<file path="src/rtl/serial_los_pkg.sv">
package serial_los_pkg;
  function automatic int cnt_width(input int max_val);
    return $clog2(max_val + 1);
  endfunction
endpackage

</file>
<file path="src/rtl/sld_run_ctr.sv">
module sld_run_ctr #(
  parameter int RUN_LIM = 128,
  localparam int RW = serial_los_pkg::cnt_width(RUN_LIM + 1)
) (
  input  logic          clk_i,
  input  logic          rst_ni,
  input  logic          trans_i,
  output logic [RW-1:0] run_d_o,
  output logic [RW-1:0] run_q_o
);
  localparam logic [RW-1:0] SAT = RW'(RUN_LIM + 1);

  logic [RW-1:0] run_q;
  logic [RW-1:0] run_d;

  always_comb begin
    if (trans_i)          run_d = '0;
    else if (run_q == SAT) run_d = run_q;
    else                  run_d = run_q + 1'b1;
  end

  always_ff @(posedge clk_i or negedge rst_ni) begin
    if (!rst_ni) run_q <= '0;
    else         run_q <= run_d;
  end

  assign run_d_o = run_d;
  assign run_q_o = run_q;

  assert_run_clears_R1: assert property (@(posedge clk_i) disable iff (!rst_ni)
    trans_i |=> run_q == '0);
  assert_run_saturates_R1: assert property (@(posedge clk_i) disable iff (!rst_ni)
    run_q <= SAT);
endmodule

</file>
<file path="src/rtl/sld_window.sv">
module sld_window #(
  parameter int WIN = 128,
  localparam int CW = serial_los_pkg::cnt_width(WIN)
) (
  input  logic          clk_i,
  input  logic          rst_ni,
  input  logic          trans_i,
  output logic [CW-1:0] cnt_d_o
);
  logic [WIN-1:0] win_q;
  logic [CW-1:0]  cnt_q;
  logic [CW-1:0]  cnt_d;

  // count follows the flag entering minus the flag leaving
  assign cnt_d = cnt_q + CW'(trans_i) - CW'(win_q[WIN-1]);

  always_ff @(posedge clk_i or negedge rst_ni) begin
    if (!rst_ni) begin
      win_q <= '0;
      cnt_q <= '0;
    end else begin
      win_q <= {win_q[WIN-2:0], trans_i};
      cnt_q <= cnt_d;
    end
  end

  assign cnt_d_o = cnt_d;

  assert_win_count_R2: assert property (@(posedge clk_i) disable iff (!rst_ni)
    cnt_q == CW'($countones(win_q)));
endmodule

</file>
<file path="src/rtl/sld_squelch.sv">
module sld_squelch #(
  parameter int PAR_W = 8
) (
  input  logic             clk_i,
  input  logic             rst_ni,
  input  logic             los_i,
  input  logic [PAR_W-1:0] par_i,
  output logic [PAR_W-1:0] par_o
);
  logic [PAR_W-1:0] par_q;

  always_ff @(posedge clk_i or negedge rst_ni) begin
    if (!rst_ni) par_q <= '0;
    else         par_q <= par_i;
  end

  assign par_o = los_i ? '0 : par_q;
endmodule

</file>
<file path="src/rtl/serial_los_detect.sv">
module serial_los_detect #(
  parameter int RUN_LIM = 128,
  parameter int WIN     = 128,
  parameter int CLR_MIN = 16,
  parameter int PAR_W   = 8,
  localparam int RW = serial_los_pkg::cnt_width(RUN_LIM + 1),
  localparam int CW = serial_los_pkg::cnt_width(WIN)
) (
  input  logic             clk_i,
  input  logic             rst_ni,
  input  logic             ser_i,
  input  logic             det_dis_i,
  input  logic             ext_los_ni,
  input  logic [PAR_W-1:0] par_i,
  output logic [PAR_W-1:0] par_o,
  output logic             los_o
);
  localparam logic [RW-1:0] RUN_LIM_W = RW'(RUN_LIM);
  localparam logic [CW-1:0] CLR_MIN_W = CW'(CLR_MIN);

  logic          prev_q;
  logic          trans;
  logic [RW-1:0] run_d;
  logic [RW-1:0] run_q;
  logic [CW-1:0] cnt_d;
  logic          alarm_q;

  always_ff @(posedge clk_i or negedge rst_ni) begin
    if (!rst_ni) prev_q <= 1'b0;
    else         prev_q <= ser_i;
  end

  assign trans = ser_i ^ prev_q;

  sld_run_ctr #(.RUN_LIM(RUN_LIM)) u_run (
    .clk_i, .rst_ni, .trans_i(trans), .run_d_o(run_d), .run_q_o(run_q)
  );

  sld_window #(.WIN(WIN)) u_win (
    .clk_i, .rst_ni, .trans_i(trans), .cnt_d_o(cnt_d)
  );

  // set and clear use separate criteria (hysteresis)
  always_ff @(posedge clk_i or negedge rst_ni) begin
    if (!rst_ni)                             alarm_q <= 1'b1;
    else if (alarm_q && cnt_d >= CLR_MIN_W)  alarm_q <= 1'b0;
    else if (!alarm_q && run_d > RUN_LIM_W)  alarm_q <= 1'b1;
  end

  assign los_o = (alarm_q & ~det_dis_i) | ~ext_los_ni;

  sld_squelch #(.PAR_W(PAR_W)) u_sq (
    .clk_i, .rst_ni, .los_i(los_o), .par_i, .par_o
  );

  assert_long_run_alarms_R1: assert property (@(posedge clk_i) disable iff (!rst_ni)
    run_q > RUN_LIM_W |-> alarm_q);
  assert_clear_needs_edges_R2: assert property (@(posedge clk_i) disable iff (!rst_ni)
    $fell(alarm_q) |-> run_q < RUN_LIM_W);
  assert_ext_forces_R5: assert property (@(posedge clk_i) disable iff (!rst_ni)
    !ext_los_ni |-> par_o == '0);
endmodule

</file>
<file path="config.mk">
export PLATFORM = sky130hd
export DESIGN_NAME = serial_los_detect
export DESIGN_NICKNAME = d
export VERILOG_FILES = /design/src/rtl/serial_los_pkg.sv /design/src/rtl/sld_run_ctr.sv /design/src/rtl/sld_window.sv /design/src/rtl/sld_squelch.sv /design/src/rtl/serial_los_detect.sv
export SDC_FILE = /design/constraint.sdc
export NUM_CORES = 1
export LEC_CHECK = 0
export ABC_CLOCK_PERIOD_IN_PS = 2600
export CAP_MARGIN = 20
export CORE_ASPECT_RATIO = 1.2
export CORE_MARGIN = 5
export CORE_UTILIZATION = 58
export DETAILED_ROUTE_END_ITERATION = 12
export MAX_ROUTING_LAYER = met4
export PLACE_DENSITY_LB_ADDON = 0.1
export SLEW_MARGIN = 20
export SYNTH_ARGS = -nofsm -noshare
export SYNTH_HDL_FRONTEND = slang
export SYNTH_SLANG_ARGS = --single-unit
</file>
<file path="constraint.sdc">
create_clock -name clk_i -period 2.6 [get_ports clk_i]
set_input_delay 0.39 -clock clk_i [delete_from_list [all_inputs] [get_ports clk_i]]
set_output_delay 0.39 -clock clk_i [all_outputs]
set_load 0.02 [all_outputs]
</file>
==> Flow_metrics.wiki, run 1 <==
{| class="wikitable"
! Metric !! Value
|-
| Syn Std Cell Area || 4560 sq um
|-
| Final core utilization || 71.5%
|-
| Number of core rows || 35
|-
| Standby leakage power || 2.68 nW
|-
| Via density per instance || 4.91
|-
| Fraction of the yosys area taken by sequential cells || 84.5%
|-
| Arrival time at the worst endpoint || around 2.8 ns
|-
| Warning count from the yosys run || 0
|-
| Number of placed instances with taps included || 372
|-
| Flops & latches, synth || 154
|-
| Endpoint of the most critical setup path || alarm_q
|-
| Total number of H-tree levels || 4
|-
| Die Outline Area || between 9000 and 10000 sq um
|-
| Hold Fails Final Rpt || 0
|-
| Layout area overhead || 20.2%
|-
| Power density over the cells || 1050 nW/um^2
|-
| Via count of the first global-routing pass || 2153
|-
| Post-DRT Antenna Nets || 0
|-
| Most instantiated library cell after synthesis || sky130_fd_sc_hd__dfrtp_1
|-
| Average cell area after synthesis || 17.8 sq um
|-
| Antenna cells || 0
|-
| Largest cells by area after synthesis || sky130_fd_sc_hd__dfrtp_1 (84%), sky130_fd_sc_hd__ha_1 (2.7%), sky130_fd_sc_hd__xor2_1 (1.5%), sky130_fd_sc_hd__inv_1 (1.2%), sky130_fd_sc_hd__xnor2_1 (1.2%)
|-
| Number of distinct standard cells referenced by the synthesized netlist || 35
|-
| Maximum number of pins on one net before global-route repair || 68
|-
| Ports || 22
|-
| Fin worst setup slack || 0.220 ns
|-
| Floorplan core area || 7660 sq um
|-
| DIE WIDTH || 91.0 microns
|-
| Ys flop type || sky130_fd_sc_hd__dfrtp_1
|-
| Number of cells on the worst hold path || 1
|-
| Layout cells sized above 1 || 13.1%
|-
| Clock buffers created by TritonCTS || 17
|-
| Clock tree sinks || ~150
|-
| Non-filler cells in the finished layout || 405
|-
| Clk slew on worst S/H paths || 0.06 ns
|-
| Average wire per standard cell || 15.4 microns
|-
| Overflow left after global routing || 0
|-
| Total number of nets in the final design || 324
|-
| Slew Limit Fails || 0
|-
| Via total after detailed routing || 1987
|-
| Clock Root Buffer || sky130_fd_sc_hd__clkbuf_8
|-
| Tightest slew margin relative to the limit || 60.0%
|-
| Wire length reported by the detailed router || 6250 microns
|-
| Share of the synthesized area in the top cell type || 84.0%
|-
| Achievable clock frequency || between 400 and 500 MHz
|-
| Number of enable-type register cells in the synthesized netlist || 0
|-
| Reg-to-reg setup timing slack || 0.22 ns
|-
| Port Buffer Count || 21
|-
| Final instance area || 5480 sq um
|-
| Filler cell count || roughly 460
|-
| Synth Net Count || 280
|-
| Worst R2R End || alarm_q
|-
| Total chip power || 5.77 mW
|-
| CP Launch Type || flop
|-
| Wire length of the first global-routing pass || 11100 microns
|-
| DP HPWL || 3280 microns
|-
| Buffer depth of the longest clock path || 2
|-
| Transition at the pin with the smallest max-transition slack || 0.600 ns
|-
| Outcome || finished, final reports clean
|-
| Launching instance or port of the critical path || u_win.win_q[127]
|-
| Setup repair after global routing missed its margin || no
|-
| Layout Skew || 0.00470 ns
|-
| Setup TNS || 0 ns
|-
| Initial Util || around three fifths
|-
| Count of maximum capacitance violations || 0
|-
| Pre-CTS worst setup slack || -0.155 ns
|-
| Maximum vdd ir drop || 640 uV
|-
| Post-detailed-route DRC marker count || 0
|-
| Die Y-Extent || approximately 110 microns
|-
| Endpoint class of the critical path || flop
|-
| Worst reg2reg path depth || 9
|-
| Startpoint of the worst-slack reg-to-reg timing path || u_win.win_q[127]
|-
| Worst-Skew Late Latency || about 0.5 ns
|-
| Final estimated routing congestion in global placement || 0.840
|-
| Cell count after synthesis || 256
|-
| Total cell area at the placement stage || 4930 sq um
|-
| CTS tree || built
|-
| Proportion of synthesized flip-flops having asynchronous set or reset || 100%
|-
| DRC marker count from the first detailed-route iteration || 95
|-
| Final setup viols || 0
|-
| CP Max Fanout || 2
|-
| Detailed-router iteration count before antenna repair || 4
|-
| Part of the cycle the worst path needs || 91.5%
|-
| Initial antenna violation count || 0
|-
| Tot GR Track Use || approximately 16%
|-
| Clock period minus worst slack || 2.38 ns
|-
| CP Data Required Time || a little over 3 ns
|-
| Cell accounting for the most synthesized area || sky130_fd_sc_hd__dfrtp_1
|-
| Synth top cells by count || sky130_fd_sc_hd__dfrtp_1 (153), sky130_fd_sc_hd__inv_1 (14), sky130_fd_sc_hd__nor2_1 (12)
|-
| Critical path start-end classification || flop to flop
|-
| Tightest hold margin || 0.320 ns
|-
| Hold crit path type || primary input to flop
|}
-- cell type report --
type,count,area (sq um),share of cell area (%)
Timing Repair Buffer,27,272,4.95
Clock buffer,18,428,7.81
Tap cell,92,115,2.10
Inverter,14,52.6,0.959
Multi-Input combinational cell,86,644,11.8
Clock inverter,14,115,2.10
Sequential cell,154,3850,70.3
-- critical path, stage by stage (launching register included) --
cell and delay, ns:
sky130_fd_sc_hd__dfrtp_1 0.36, sky130_fd_sc_hd__ha_1 0.26, sky130_fd_sc_hd__inv_1 0.04, sky130_fd_sc_hd__ha_1 0.21, sky130_fd_sc_hd__fa_1 0.40, sky130_fd_sc_hd__a211oi_1 0.29, sky130_fd_sc_hd__or4b_1 0.19, sky130_fd_sc_hd__nand4_2 0.10
sky130_fd_sc_hd__nor4b_1 0.31, sky130_fd_sc_hd__a32o_1 0.17
-- timing repair --
item                      4_1_cts  5_1_grt
hold endpoints to repair       64        0
hold buffers                    1        0
setup buffers                   0        0
gates resized for setup         0        0
-- power breakdown --
group,internal (mW),leakage (nW),switching (mW)
Sequential,2.57,1.99,0.0842
Combinational,0.406,0.433,0.511
Clock,1.22,0.258,0.979
-- logic make-up (layout without fill, tap and decap cells) --
family / count (synthesis) / count (layout) / share of synthesized area, %
and+or+nand+nor: 46 / 46 / 5.73
AOI/OAI and AO/OA: 14 / 14 / 2.17
adders and majority gates: 11 / 11 / 3.18
DFF: 154 / 154 / 84.5
buffers and inverters: 16 / 73 / 1.34
xor gates and xnor gates: 15 / 15 / 3.05
-- how the worst min path moves through the flow --
stage                     slack, ns              end       startpoint
final                          0.32    u_sq.par_q[5]         par_i[5]
after CTS                      0.30    u_sq.par_q[5]         par_i[5]
after floorplan                0.09           prev_q           rst_ni
after global routing           0.29    u_sq.par_q[5]         par_i[5]
after detailed placement       0.33  u_win.win_q[10]   u_win.win_q[9]
after global placement         0.33  u_win.win_q[54]  u_win.win_q[53]
-- state kept, by name, summed over array words and instances, names as in the netlist --
signal and flops:
u_win.cnt_q 8, u_run.run_q_o 8, u_sq.par_q 8, alarm_q 1, u_win.win_q 128, prev_q 1
-- cell usage in the layout, fill, tap and decap left out, types with 5 or more instances in the layout --
cell type | netlist | final
sky130_fd_sc_hd__and2_1 | 8 | 8
sky130_fd_sc_hd__clkbuf_16 | 0 | 16
sky130_fd_sc_hd__clkdlybuf4s50_1 | 0 | 20
sky130_fd_sc_hd__dfrtp_1 | 153 | 153
sky130_fd_sc_hd__ha_1 | 10 | 10
sky130_fd_sc_hd__inv_1 | 14 | 14
sky130_fd_sc_hd__nand3_1 | 7 | 7
sky130_fd_sc_hd__nor2_1 | 12 | 12
sky130_fd_sc_hd__nor3_1 | 5 | 5
sky130_fd_sc_hd__xnor2_1 | 6 | 6
sky130_fd_sc_hd__xor2_1 | 8 | 8
-- layer usage --
| metal | track usage [%] | wire (microns) |
|---|---|---|
| met5 | - | 0 |
| met4 | 5.66 | 78 |
| met3 | 5.33 | 170 |
| met2 | 20.3 | 2860 |
| met1 | 23.2 | 3150 |
Note: power is estimated with default switching activity, not from simulation.
==> run 2, diff against run 1 <==
--- a/config.mk
+++ b/config.mk
@@ -13,7 +13,7 @@
 export DETAILED_ROUTE_END_ITERATION = 12
 export MAX_ROUTING_LAYER = met4
 export PLACE_DENSITY_LB_ADDON = 0.1
-export SLEW_MARGIN = 20
+export REMOVE_ABC_BUFFERS = 1
 export SYNTH_ARGS = -nofsm -noshare
 export SYNTH_HDL_FRONTEND = slang
 export SYNTH_SLANG_ARGS = --single-unit
==> Flow_metrics.wiki, run 2 (synthesis gave the netlist of run 1 again) <==
{| class="wikitable"
! Metric !! Value
|-
| Outcome || finished, final reports clean
|-
| Family with the most delay on the worst path || adder cells
|-
| Wire length reported by the detailed router || 6080 microns (-2.7%)
|-
| CP Launch Type || flop
|-
| Clock Root Buffer || sky130_fd_sc_hd__clkbuf_8
|-
| Layout area overhead || 20.5%
|-
| Flip-flop count of the largest register, all copies and words added || 128 (unchanged)
|-
| Reg with most FFs || u_win.win_q
|-
| Crit-path cells || ha_1 > inv_1 > ha_1 > fa_1 > a211oi_1 > or4b_1 > nand4_2 > nor4b_2 > a32o_1
|-
| Ports || 22 (unchanged)
|-
| Critical path start-end classification || flop to flop
|-
| Part of the cycle the worst path needs || 93.1% (+1.5 points)
|-
| Startpoint of the worst-slack reg-to-reg timing path || u_win.win_q[127]
|-
| Most common library cell in the layout ignoring fill and taps || sky130_fd_sc_hd__dfrtp_1
|-
| Overflow left after global routing || 0 (unchanged)
|-
| Detailed-router iteration count before antenna repair || 4 (unchanged)
|-
| Post-DRT Antenna Nets || 0 (unchanged)
|-
| CP Data Required Time || 3.05 ns (about the same)
|-
| Floorplan core area || 7660 sq um (unchanged)
|-
| Initial Util || 59.5% (unchanged)
|-
| Count of maximum capacitance violations || 0 (unchanged)
|-
| Antenna cells || 0 (unchanged)
|-
| Clock period minus worst slack || 2.42 ns (+0.0402 ns)
|-
| Arrival time at the worst endpoint || 2.87 ns (+0.04 ns)
|-
| Tot GR Track Use || 15.2% (-0.38 points)
|-
| Total number of nets in the final design || 324 (unchanged)
|-
| Tightest slew margin relative to the limit || 59.7% (-0.28 points)
|-
| Via count of the first global-routing pass || 2076 (-3.6%)
|-
| Maximum vdd ir drop || 815 uV (+27%)
|-
| Layout Skew || 0.00826 ns (+0.00356 ns)
|-
| Achievable clock frequency || 413 MHz (-1.7%)
|-
| Die Outline Area || 9740 sq um (unchanged)
|-
| Standby leakage power || 2.68 nW (about the same)
|-
| Highest cell delay on the worst timing path || 0.41 ns (about the same)
|-
| Cell with the largest stage delay on the worst path || sky130_fd_sc_hd__dfrtp_1
|-
| Launching instance or port of the critical path || u_win.win_q[127]
|-
| Tightest hold margin || 0.323 ns (+0.00273 ns)
|-
| Port Buffer Count || 21 (unchanged)
|-
| Hold Fails Final Rpt || 0 (unchanged)
|-
| Via total after detailed routing || 1952 (-1.8%)
|-
| Number of core rows || 35 (unchanged)
|-
| Die Y-Extent || 107 microns (unchanged)
|-
| Worst-Skew Late Latency || 0.51 ns (about the same)
|-
| DRC marker count from the first detailed-route iteration || 89 (-6.3%)
|-
| Total number of H-tree levels || 4 (unchanged)
|-
| Final estimated routing congestion in global placement || 0.835 (-0.55%)
|-
| Post-detailed-route DRC marker count || 0 (unchanged)
|-
| Total chip power || 5.86 mW (+1.6%)
|-
| Wire length of the first global-routing pass || 10800 microns (-2.3%)
|-
| Most frequent cells in the layout || sky130_fd_sc_hd__dfrtp_1 (153), sky130_fd_sc_hd__clkdlybuf4s50_1 (20), sky130_fd_sc_hd__clkbuf_16 (16)
|-
| CP Max Fanout || 2 (unchanged)
|-
| Average wire per standard cell || 15.1 microns (-2.4%)
|-
| Layout cells sized above 1 || 13.1% (+0.042 points)
|-
| Maximum number of pins on one net before global-route repair || 73 (+7.4%)
|-
| Clock tree sinks || 154 (unchanged)
|-
| DIE WIDTH || 91.0 microns (unchanged)
|-
| Clk slew on worst S/H paths || 0.06 ns (about the same)
|-
| Buffer depth of the longest clock path || 2 (unchanged)
|-
| Hold path startpoint || par_i[1]
|-
| Initial antenna violation count || 0 (unchanged)
|-
| Setup repair after global routing missed its margin || no
|-
| Hold crit path type || primary input to flop
|-
| CP dominant cell by count || sky130_fd_sc_hd__ha_1
|-
| Endpoint class of the critical path || flop
|-
| Worst path buffer plus inverter count || 1 (unchanged)
|-
| Transition at the pin with the smallest max-transition slack || 0.604 ns (+0.00417 ns)
|-
| Via density per instance || 4.83 (-1.5%)
|-
| Power density over the cells || 1070 nW/um^2 (+1.3%)
|-
| Clock buffers created by TritonCTS || 17 (unchanged)
|-
| DP HPWL || 3320 microns (+1.3%)
|-
| Slew Limit Fails || 0 (unchanged)
|-
| CTS tree || built
|-
| Final setup viols || 0 (unchanged)
|}
## run 2: cell types whose count changed in the layout (fill, tap and decap cells not counted), sizes merged
cell    change
inv         -1
bufinv      +1
clkinv      -2
clkbuf      +1
## run 2: timing repair
item | 4_1_cts | 5_1_grt
setup buffers | 0 | 0
resized for setup | 1 | 1
hold buffers | 1 | 0
endpoints found under the setup margin | 1 | 1
hold endpoints to repair | 70 | 0
gates cloned | 0 | 0
## run 2: area by class of cell
class,count,area (sq um)
clock buffers,19,432
well taps,92,115
flip-flops and latches,154,3850
repair buffers,27,272
clock inverters,12,116
fillers,476,2170
inverters,14,52.6
multi-input cells,86,654
## run 2: where the power goes
group / internal [mW] / switching, mW
registers: 2.57 / 0.0786
clock network: 1.30 / 0.929
logic: 0.418 / 0.561
## run 2: path summary, 6_finish.rpt
kind	to	depth (start not counted)	slack (ns)
max	alarm_q	9	0.18
min in group asynchronous	u_win.win_q[78]	2	0.45
min reg2reg	u_win.win_q[27]	0	0.35
min	u_sq.par_q[1]	1	0.32
max in group asynchronous	u_win.win_q[45]	3	1.40
max reg2reg	alarm_q	9	0.18
## run 2: through the flow
step	setup TNS (ns)	instances	utilization, %	cell area (sq um)	setup slack, ns
floorplan	0	254	-	4550	0.368
global placement	-0.0554	372	64.3	4930	-0.0554
detailed placement	-0.126	372	64.3	4930	-0.126
CTS	0	404	71.6	5490	0.108
global route	0	404	71.7	5500	0.0472
finish	0	404	71.7	5500	0.180
## run 2: metal layers
| layer | routed length, microns | GRT usage, % | part of all wire, % | vias up |
|---|---|---|---|---|
| li1 | - | - | - | 918 |
| met1 | 3100 | 22.0 | 51 | 1005 |
| met2 | 2730 | 19.3 | 45 | 23 |
| met3 | 174 | 5.75 | 2.9 | 6 |
| met4 | 75 | 6.92 | 1.2 | 0 |
| met5 | 0 | - | 0 | - |
